<file path="src/rtl/rcg_pkg.sv">
package rcg_pkg;

  // Event decoded from the load level on each clock edge.
  typedef enum logic [1:0] {
    LD_NONE = 2'd0,
    LD_RISE = 2'd1,
    LD_FALL = 2'd2
  } ld_evt_e;

endpackage

</file>
<file path="src/rtl/rcg_rst_sync.sv">
module rcg_rst_sync #(
  parameter int unsigned STAGES = 2
) (
  input  logic clk,
  input  logic rst_n,
  output logic rst_sync_n
);

  logic [STAGES-1:0] chain_q;
  logic [STAGES-1:0] chain_d;

  always_comb begin
    chain_d = {chain_q[STAGES-2:0], 1'b1};
  end

  always_ff @(posedge clk or negedge rst_n) begin
    if (!rst_n) chain_q <= '0;
    else        chain_q <= chain_d;
  end

  assign rst_sync_n = chain_q[STAGES-1];

endmodule

</file>
<file path="src/rtl/rcg_load_edge.sv">
module rcg_load_edge
  import rcg_pkg::*;
(
  input  logic    clk,
  input  logic    rst_n,
  input  logic    load_lvl,
  output ld_evt_e evt
);

  logic lvl_q;

  always_ff @(posedge clk or negedge rst_n) begin
    if (!rst_n) lvl_q <= 1'b0;
    else        lvl_q <= load_lvl;
  end

  always_comb begin
    if (load_lvl && !lvl_q)      evt = LD_RISE;
    else if (!load_lvl && lvl_q) evt = LD_FALL;
    else                         evt = LD_NONE;
  end

endmodule

</file>
<file path="src/rtl/rcg_sweep_ctr.sv">
module rcg_sweep_ctr
  import rcg_pkg::*;
#(
  parameter int unsigned VAL_W = 7
) (
  input  logic             clk,
  input  logic             rst_n,
  input  ld_evt_e          evt,
  input  logic             tick,
  output logic [VAL_W-1:0] cnt_q,
  output logic [VAL_W-1:0] cnt_nxt,
  output logic             step,
  output logic             active_q,
  output logic             done_q
);

  localparam logic [VAL_W-1:0] CNT_MAX = '1;

  logic active_d;
  logic done_d;

  always_comb begin
    step     = active_q && tick && (cnt_q != CNT_MAX) && (evt == LD_NONE);
    cnt_nxt  = cnt_q;
    active_d = active_q;
    unique case (evt)
      LD_RISE: begin
        active_d = 1'b0;
      end
      LD_FALL: begin
        active_d = 1'b1;
        cnt_nxt  = '0;
      end
      default: begin
        if (step) cnt_nxt = cnt_q + 1'b1;
      end
    endcase
    done_d = active_d && (cnt_nxt == CNT_MAX);
  end

  always_ff @(posedge clk or negedge rst_n) begin
    if (!rst_n) begin
      cnt_q    <= '0;
      active_q <= 1'b0;
      done_q   <= 1'b0;
    end else begin
      cnt_q    <= cnt_nxt;
      active_q <= active_d;
      done_q   <= done_d;
    end
  end

endmodule

</file>
<file path="src/rtl/rcg_channel.sv">
module rcg_channel
  import rcg_pkg::*;
#(
  parameter int unsigned VAL_W = 7
) (
  input  logic             clk,
  input  logic             rst_n,
  input  logic             wr_en,
  input  logic [VAL_W-1:0] wr_val,
  input  ld_evt_e          evt,
  input  logic             step,
  input  logic [VAL_W-1:0] cnt_nxt,
  output logic             samp
);

  logic [VAL_W-1:0] in_q;
  logic [VAL_W-1:0] cmp_q;
  logic             samp_q;
  logic             cmp_en;
  logic             samp_d;

  always_comb begin
    cmp_en = (evt == LD_RISE);
    unique case (evt)
      LD_RISE: samp_d = 1'b0;
      LD_FALL: samp_d = (cmp_q != '0);
      default: samp_d = samp_q && !(step && (cnt_nxt == cmp_q));
    endcase
  end

  always_ff @(posedge clk or negedge rst_n) begin
    if (!rst_n)     in_q <= '0;
    else if (wr_en) in_q <= wr_val;
  end

  always_ff @(posedge clk or negedge rst_n) begin
    if (!rst_n)      cmp_q <= '0;
    else if (cmp_en) cmp_q <= in_q;
  end

  always_ff @(posedge clk or negedge rst_n) begin
    if (!rst_n) samp_q <= 1'b0;
    else        samp_q <= samp_d;
  end

  assign samp = samp_q;

endmodule

</file>
<file path="src/rtl/rcg_hold_timer.sv">
module rcg_hold_timer
  import rcg_pkg::*;
#(
  parameter int unsigned N_CH  = 32,
  parameter int unsigned VAL_W = 7
) (
  input  logic                    clk,
  input  logic                    rst_n,
  input  logic                    in_we,
  input  logic [N_CH*VAL_W-1:0]   in_words,
  input  logic                    load_cnt,
  input  logic                    cnt_tick,
  output logic [N_CH-1:0]         samp_en,
  output logic                    sweep_done
);

  logic             rst_i_n;
  ld_evt_e          ld_evt;
  logic [VAL_W-1:0] cnt_q;
  logic [VAL_W-1:0] cnt_nxt;
  logic             cnt_step;
  logic             sweep_act;

  rcg_rst_sync #(.STAGES(2)) u_rst (
    .clk        (clk),
    .rst_n      (rst_n),
    .rst_sync_n (rst_i_n)
  );

  rcg_load_edge u_edge (
    .clk      (clk),
    .rst_n    (rst_i_n),
    .load_lvl (load_cnt),
    .evt      (ld_evt)
  );

  rcg_sweep_ctr #(.VAL_W(VAL_W)) u_ctr (
    .clk      (clk),
    .rst_n    (rst_i_n),
    .evt      (ld_evt),
    .tick     (cnt_tick),
    .cnt_q    (cnt_q),
    .cnt_nxt  (cnt_nxt),
    .step     (cnt_step),
    .active_q (sweep_act),
    .done_q   (sweep_done)
  );

  for (genvar g = 0; g < N_CH; g++) begin : g_ch
    rcg_channel #(.VAL_W(VAL_W)) u_ch (
      .clk     (clk),
      .rst_n   (rst_i_n),
      .wr_en   (in_we),
      .wr_val  (in_words[g*VAL_W +: VAL_W]),
      .evt     (ld_evt),
      .step    (cnt_step),
      .cnt_nxt (cnt_nxt),
      .samp    (samp_en[g])
    );
  end

endmodule

</file>
<file path="config.mk">
export PLATFORM = sky130hd
export DESIGN_NAME = rcg_hold_timer
export DESIGN_NICKNAME = d
export VERILOG_FILES = /design/src/rtl/rcg_pkg.sv /design/src/rtl/rcg_rst_sync.sv /design/src/rtl/rcg_load_edge.sv /design/src/rtl/rcg_sweep_ctr.sv /design/src/rtl/rcg_channel.sv /design/src/rtl/rcg_hold_timer.sv
export SDC_FILE = /design/constraint.sdc
export NUM_CORES = 1
export LEC_CHECK = 0
export ABC_AREA = 1
export BUFFER_PORTS_ARGS = -buffer_cell sky130_fd_sc_hd__buf_4
export CAP_MARGIN = 20
export CELL_PAD_IN_SITES_DETAIL_PLACEMENT = 1
export CELL_PAD_IN_SITES_GLOBAL_PLACEMENT = 1
export CORE_MARGIN = 10
export CORE_UTILIZATION = 25
export CTS_BUF_LIST = sky130_fd_sc_hd__clkbuf_16
export CTS_CLUSTER_SIZE = 20
export DETAILED_ROUTE_END_ITERATION = 8
export PLACE_DENSITY_LB_ADDON = 0.1
export SLEW_MARGIN = 20
export SYNTH_ARGS = -nofsm -noshare
export SYNTH_HDL_FRONTEND = slang
export SYNTH_SLANG_ARGS = --single-unit
</file>
<file path="constraint.sdc">
create_clock -name clk -period 17.8 [get_ports clk]
set_clock_uncertainty 0.05 [all_clocks]
set_input_delay 3.56 -clock clk [delete_from_list [all_inputs] [get_ports clk]]
set_output_delay 3.56 -clock clk [all_outputs]
set_load 0.005 [all_outputs]
</file>
==> results of run 1 <==
## final cells by class
cell class / instances / share of cell area [%]
Multi-Input combinational cell: 1727 / 32.2
Timing Repair Buffer: 286 / 7.72
Inverter: 293 / 3.88
Tap cell: 1243 / 5.48
Clock inverter: 51 / 1.89
Clock buffer: 61 / 5.38
Sequential cell: 492 / 43.4
## layout by cell type, fill, tap and decap left out, types with 6 or more instances in the layout
master / count
inv_1: 297
o41ai_1: 32
o21ai_0: 225
buf_4: 280
nand4_1: 36
clkbuf_16: 61
nand2_4: 6
clkinv_2: 14
nand3_1: 237
nand2_1: 818
nor2_1: 132
bufinv_16: 12
clkinv_1: 15
mux2_2: 224
dfrtp_1: 491
nand2_2: 8
## worst max path at each step
stage | from | slack (ns) | to | cells after the start
2_1_floorplan | u_rst.chain_q[1] | 3.02 | g_ch[0].u_ch.cmp_q[0] | 0
3_3_place_gp | load_cnt | 9.73 | g_ch[24].u_ch.samp | 16
3_5_place_dp | load_cnt | 9.62 | g_ch[17].u_ch.samp | 16
4_1_cts | load_cnt | 10.26 | g_ch[17].u_ch.samp | 16
5_1_grt | load_cnt | 10.13 | g_ch[17].u_ch.samp | 16
6_report | load_cnt | 10.42 | g_ch[17].u_ch.samp | 16
## cell families after synthesis
family,count (synthesis),share of synthesized area (%)
AO/OA/AOI/OAI,258,6.08
flip-flops,492,52.9
AND/OR/NAND/NOR,1241,21.7
other,1,0.0161
adder cells (fa/ha/maj),3,0.161
multiplexers,224,10.8
buffers and inverters,468,8.31
## power breakdown
| group | total [uW] | leakage (uW) | internal, uW | switching (uW) |
|---|---|---|---|---|
| registers | 1360 | 0.00596 | 1260 | 98.4 |
| clock network | 1310 | 0.00104 | 790 | 519 |
| logic | 448 | 0.00647 | 180 | 268 |
## stage by stage
| step | std cells | cell area [um2] | setup WS, ns |
|---|---|---|---|
| after floorplan | 2687 | 23300 | 3.02 |
| after global placement | 4041 | 26300 | 9.73 |
| after detailed placement | 4041 | 26300 | 9.62 |
| after CTS | 4153 | 28400 | 10.26 |
| after global routing | 4153 | 28400 | 10.13 |
| final | 4153 | 28400 | 10.42 |
## flip-flops by register name, summed over array words and instances, names as in the netlist
register         count
u_ctr.cnt_q          7
u_rst.chain_q        2
g_ch.u_ch.samp      32
g_ch.u_ch.in_q     224
u_ctr.active_q       1
u_ctr.done_q         1
u_edge.lvl_q         1
g_ch.u_ch.cmp_q    224
## routing by layer
layer  global-route usage, %  vias up  share of wire, %
met5                       0        -                 0
li1                        -     8927                 -
met4                    4.82        0               2.6
met2                    28.6      371                48
met3                    2.71      134               3.9
met1                    22.5     9724                45
==> impl_metrics.yaml, run 1 <==
logic_synthesis:
  synth_edf_count: 0
  synth_cell_types: 20
  synth.largest_area_cell: "dfrtp_1"
  synthMostInstantiatedCell: "nand2_1"
  synthTopCellsByArea: "dfrtp_1 (53%), nand2_1 (13%), mux2_2 (11%), nand3_1 (5.1%), o21ai_0 (4.8%)"
  async_reset_ff_share_pct: 100
  synth_commonest_cells: "nand2_1 (828), dfrtp_1 (492), inv_1 (291)"
  yosys_warnings: 0
  synth_top_area_share_pct: 52.9
  syn_area_per_cell_um2: 8.67
  syn_inst: 2687
  yosysSeqAreaShare_pct: 52.9
  synth_fp_nets: 2919
  synth_ff_type: "dfrtp_1"
  synth_seq_cells: 492
  syn_area_um2: 23300
clock_network:
  clockBufferDepth: 3
  clock_latency_ns: 0.63
  htreeDepth: 2
  clkSlewWorstSetupHoldPaths_ns: 0.06
  holdBufCountCts: 0
  clkSinkCount: 492
  post-cts-setup-buffers: 0
  cts_resized: 0
  cts_tree: "built"
  root_buffer: "clkbuf_16"
  numCtsBuffers: 60
critical_path:
  crit_slowest_cell: "nand2_2"
  reg2reg_to: "g_ch[17].u_ch.samp"
  crit_chain: "buf_4 > inv_1 > ha_2 > buf_4 > nand3_1 > inv_2 > nand3_1 > nand2_2 > nand2_4 > inv_1 > nand2_1 > nand3_1 > nor2_1 > nand2_1 > nand2_1 > nand2_1"
  critical-path-top-cell-by-count: "nand2_1"
  crit_type: "input pin to register"
  critPathMaxStageDelay_ns: 0.72
  reg2reg_slack_ns: 13.11
  cp-start-kind: "input pin"
  path_delay_family: "simple AND/OR/NAND/NOR gates"
  cp.arrival_ns: 7.89
  endpoint_kind: "register"
  cp_num_buf_inv: 5
  r2r_cells: 14
  required_ns: 18.32
  r2r-start: "u_edge.lvl_q"
  crit_fanout: 42
floorplan:
  start_util_pct: 25.3
  core_um2: 92100
  pin_count: 262
  die-area_um2: 106000
  die_h_um: 325
  std_cell_rows: 111
  die_x_um: 325
sta:
  relSlewSlack_pct: 28.4
  period_minus_slack_ns: 7.38
  finalMaxSlewViolations: 0
  setup_viol: 0
  fin_crit_sh_pct: 41.4
  whs_ns: 0.302
  tns_ns: 0
  grt_setup_unrepaired: "no"
  tightestPinTransition_ns: 1.07
  fmax_mhz: 136
  final_hold_viol_count: 0
global_route:
  grt_overflow: 0
  antenna_found_initial: 0
  grt_pass1_vias: 21037
  grt_pass1_wl_um: 139000
  track_usage_pct: 17.1
  grt_max_degree: 196
layout:
  nets: 3092
  multi_input_area_um2: 9150
  drive_gt1_share_pct: 21.4
  fillCellCount: 10695
  n_antenna_cell: 0
  final_util_pct: 30.8
  seq_area_um2: 12300
  area_growth_pct: 21.8
power:
  p_leak_uw: 0.0135
  ir_drop_v: 0.0000680
  p_total_uw: 3110
  powerDensity_nw_per_um2: 110
detailed_routing:
  antenna_left: 0
  vias: 19156
  drt_pass1_iterations: 5
  vias_per_cell: 4.61
  avgRoutedWirePerCell_um: 22.1
  drt_iter0_drc: 1093
  drcViolationCount: 0
  routed_wl_um: 92000
job:
  drv_cap: 0
hold_path:
  min_from: "u_rst.chain_q[0]"
  hold_end: "u_rst.chain_q[1]"
  hold_path_class: "register to register"
  hold_depth: 0
run_status:
  status: "finished clean"
placement:
  post-dp-hpwl_um: 57700
  io_buffers: 261
  gp_congestion: 0.796
Power figures use the tool's default switching activity.
==> inputs of run 2 (changes only) <==
- ABC_AREA: 1 -> 0
- clock period: 17.8 -> 7.58 ns (I/O delays scaled with it)
==> impl_metrics.yaml, run 2 <==
logic_synthesis:
  synth_commonest_cells: "dfrtp_1 (492), mux2_2 (450), xor2_1 (130)"
  yosys.area_share.adder_pct: 0.168
  synthMuxAreaShare_pct: 22.8
  synth.largest_area_cell: "dfrtp_1"
  synth_fp_nets: 1913
  synth_compound_area_share_pct: 6.09
  syn_area_um2: 22300
  synth_ff_type: "dfrtp_1"
  synthXorXnorAreaFrac_pct: 7.76
  synthTopCellsByArea: "dfrtp_1 (55%), mux2_2 (23%), xor2_1 (5.1%), xnor2_1 (2.7%), buf_4 (1.5%)"
  synthMostInstantiatedCell: "dfrtp_1"
  synth-simple-area-share_pct: 4.72
  async_reset_ff_share_pct: 100
  synth_top_area_share_pct: 55.1
  synth_seq_cells: 492
  synth_edf_count: 0
  syn_area_per_cell_um2: 13.3
  yosys_warnings: 0
  synth_cell_types: 49
  syn_inst: 1681
  synth_top_family_by_area: "multiplexers"
  yosysSeqAreaShare_pct: 55.1
critical_path:
  path_delay_family: "buffers and inverters"
  crit_type: "input pin to register"
  crit_fanout: 58
  crit_chain: "buf_4 > inv_1 > ha_4 > buf_4 > nand3_2 > o21ai_4 > buf_4 > xor2_1 > nor4_1 > a41oi_2"
  cp_num_buf_inv: 4
  endpoint_kind: "register"
  cp-start-kind: "input pin"
  crit_slowest_cell: "o21ai_4"
  critPathMaxStageDelay_ns: 0.85
  required_ns: 8.00
  cp.arrival_ns: 5.29
  critical-path-top-cell-by-count: "buf_4"
sta:
  final_hold_viol_count: 0
  fmax_mhz: 205
  relSlewSlack_pct: 30.8
  tns_ns: 0
  grt_setup_unrepaired: "no"
  setup_viol: 0
  whs_ns: 0.272
  period_minus_slack_ns: 4.87
  tightestPinTransition_ns: 1.03
  fin_crit_sh_pct: 64.2
  finalMaxSlewViolations: 0
clock_network:
  htreeDepth: 2
  holdBufCountCts: 0
  clkSlewWorstSetupHoldPaths_ns: 0.06
  root_buffer: "clkbuf_16"
  cts_tree: "built"
  post-cts-setup-buffers: 0
  clkSinkCount: 492
  clock_latency_ns: 0.63
  cts_resized: 0
  clockBufferDepth: 3
  numCtsBuffers: 60
detailed_routing:
  vias: 14239
  vias_per_cell: 4.58
  avgRoutedWirePerCell_um: 23.2
  routed_wl_um: 71900
  drcViolationCount: 0
  antenna_left: 0
  drt_iter0_drc: 586
  drt_pass1_iterations: 4
job:
  drv_cap: 0
layout:
  final_common_cell: "dfrtp_1"
  drive_gt1_share_pct: 43.5
  nets: 2121
  fillCellCount: 9388
  area_growth_pct: 22.1
  final_cell_mix: "dfrtp_1 (489), mux2_2 (450), buf_4 (274)"
power:
  powerDensity_nw_per_um2: 268
  ir_drop_v: 0.000192
  p_total_uw: 7300
  p_leak_uw: 0.0113
global_route:
  grt_overflow: 0
  grt_max_degree: 160
  antenna_found_initial: 1
  grt_pass1_vias: 16251
  track_usage_pct: 14.0
  grt_pass1_wl_um: 109000
floorplan:
  die-area_um2: 102000
  die_x_um: 319
  pin_count: 262
  die_h_um: 319
  std_cell_rows: 109
  core_um2: 88500
  start_util_pct: 25.2
placement:
  io_buffers: 261
  gp_congestion: 0.726
  post-dp-hpwl_um: 46700
run_status:
  status: "finished clean"
hold_path:
  hold_path_class: "register to asynchronous set/reset pin"
-- run 2: changes by cell type after synthesis, moves of 32 or more --
cell     delta
or4_1      +32
nand2_1   -786
mux2_2    +226
inv_1     -283
nor2_1     -51
o21ai_0   -207
a21oi_1    +62
nand3_1   -233
xnor2_1    +68
nand4_1    -34
xor2_1    +130
-- run 2: logic make-up (layout without fill, tap and decap cells) --
group | count (synthesis) | in the layout
fa+ha+maj | 3 | 3
mux | 452 | 452
compound gates | 189 | 189
other cells | 1 | 3
simple gates | 206 | 206
buf+inv | 140 | 398
xor+xnor | 198 | 198
flops | 492 | 492
-- run 2: cell type report --
type	count	area, um2	area share (%)
diodes	2	5.00	0.0184
flip-flops and latches	492	12300	45.2
clock inverters	51	417	1.53
multi-input cells	1049	9370	34.4
well taps	1165	1460	5.35
inverters	8	30.0	0.110
repair buffers	278	2130	7.82
clock buffers	61	1530	5.60
-- run 2: worst reg2reg max path: stages (launching register included) --
cell and delay, ns:
dfrtp_1 0.41, ha_4 0.46, buf_4 0.70, nand3_2 0.39, o21ai_4 0.85, buf_4 0.54
xor2_1 0.15, nor4_1 0.36, a41oi_2 0.17
-- run 2: through the flow --
| step | utilization (%) | cells | area [um2] | setup WS [ns] |
|---|---|---|---|---|
| after floorplan | - | 1681 | 22300 | 2.73 |
| after global placement | 28.6 | 2992 | 25300 | 2.14 |
| after detailed placement | 28.6 | 2992 | 25300 | 2.01 |
| after CTS | 30.8 | 3104 | 27300 | 2.69 |
| after global routing | 30.8 | 3105 | 27300 | 2.47 |
| final | 30.8 | 3106 | 27300 | 2.71 |
-- run 2: power breakdown --
| part | switching [uW] | total, uW | internal (uW) |
|---|---|---|---|
| clock | 1180 | 2860 | 1690 |
| combinational | 420 | 1010 | 588 |
| sequential | 419 | 3430 | 3010 |
-- run 2: path summary, 6_finish.rpt --
check	depth (start not counted)	endpoint	slack, ns	startpoint
hold / removal	0	g_ch[31].u_ch.in_q[4]	0.27	u_rst.chain_q[1]
hold reg to reg	0	g_ch[31].u_ch.in_q[4]	0.27	u_rst.chain_q[1]
min in group clk	0	u_rst.chain_q[1]	0.31	u_rst.chain_q[0]
max in group asynchronous	2	g_ch[10].u_ch.in_q[6]	5.17	u_rst.chain_q[1]
setup reg to reg	8	g_ch[20].u_ch.samp	3.36	u_edge.lvl_q
setup / recovery	10	g_ch[20].u_ch.samp	2.71	load_cnt
-- run 2: metal layers --
metal	vias to the layer above	global-route usage, %	routed length, um
li1	6465	-	-
met1	7422	17.9	31700
met2	261	24.0	35400
met3	91	2.70	3240
met4	0	3.85	1560
met5	-	0	0
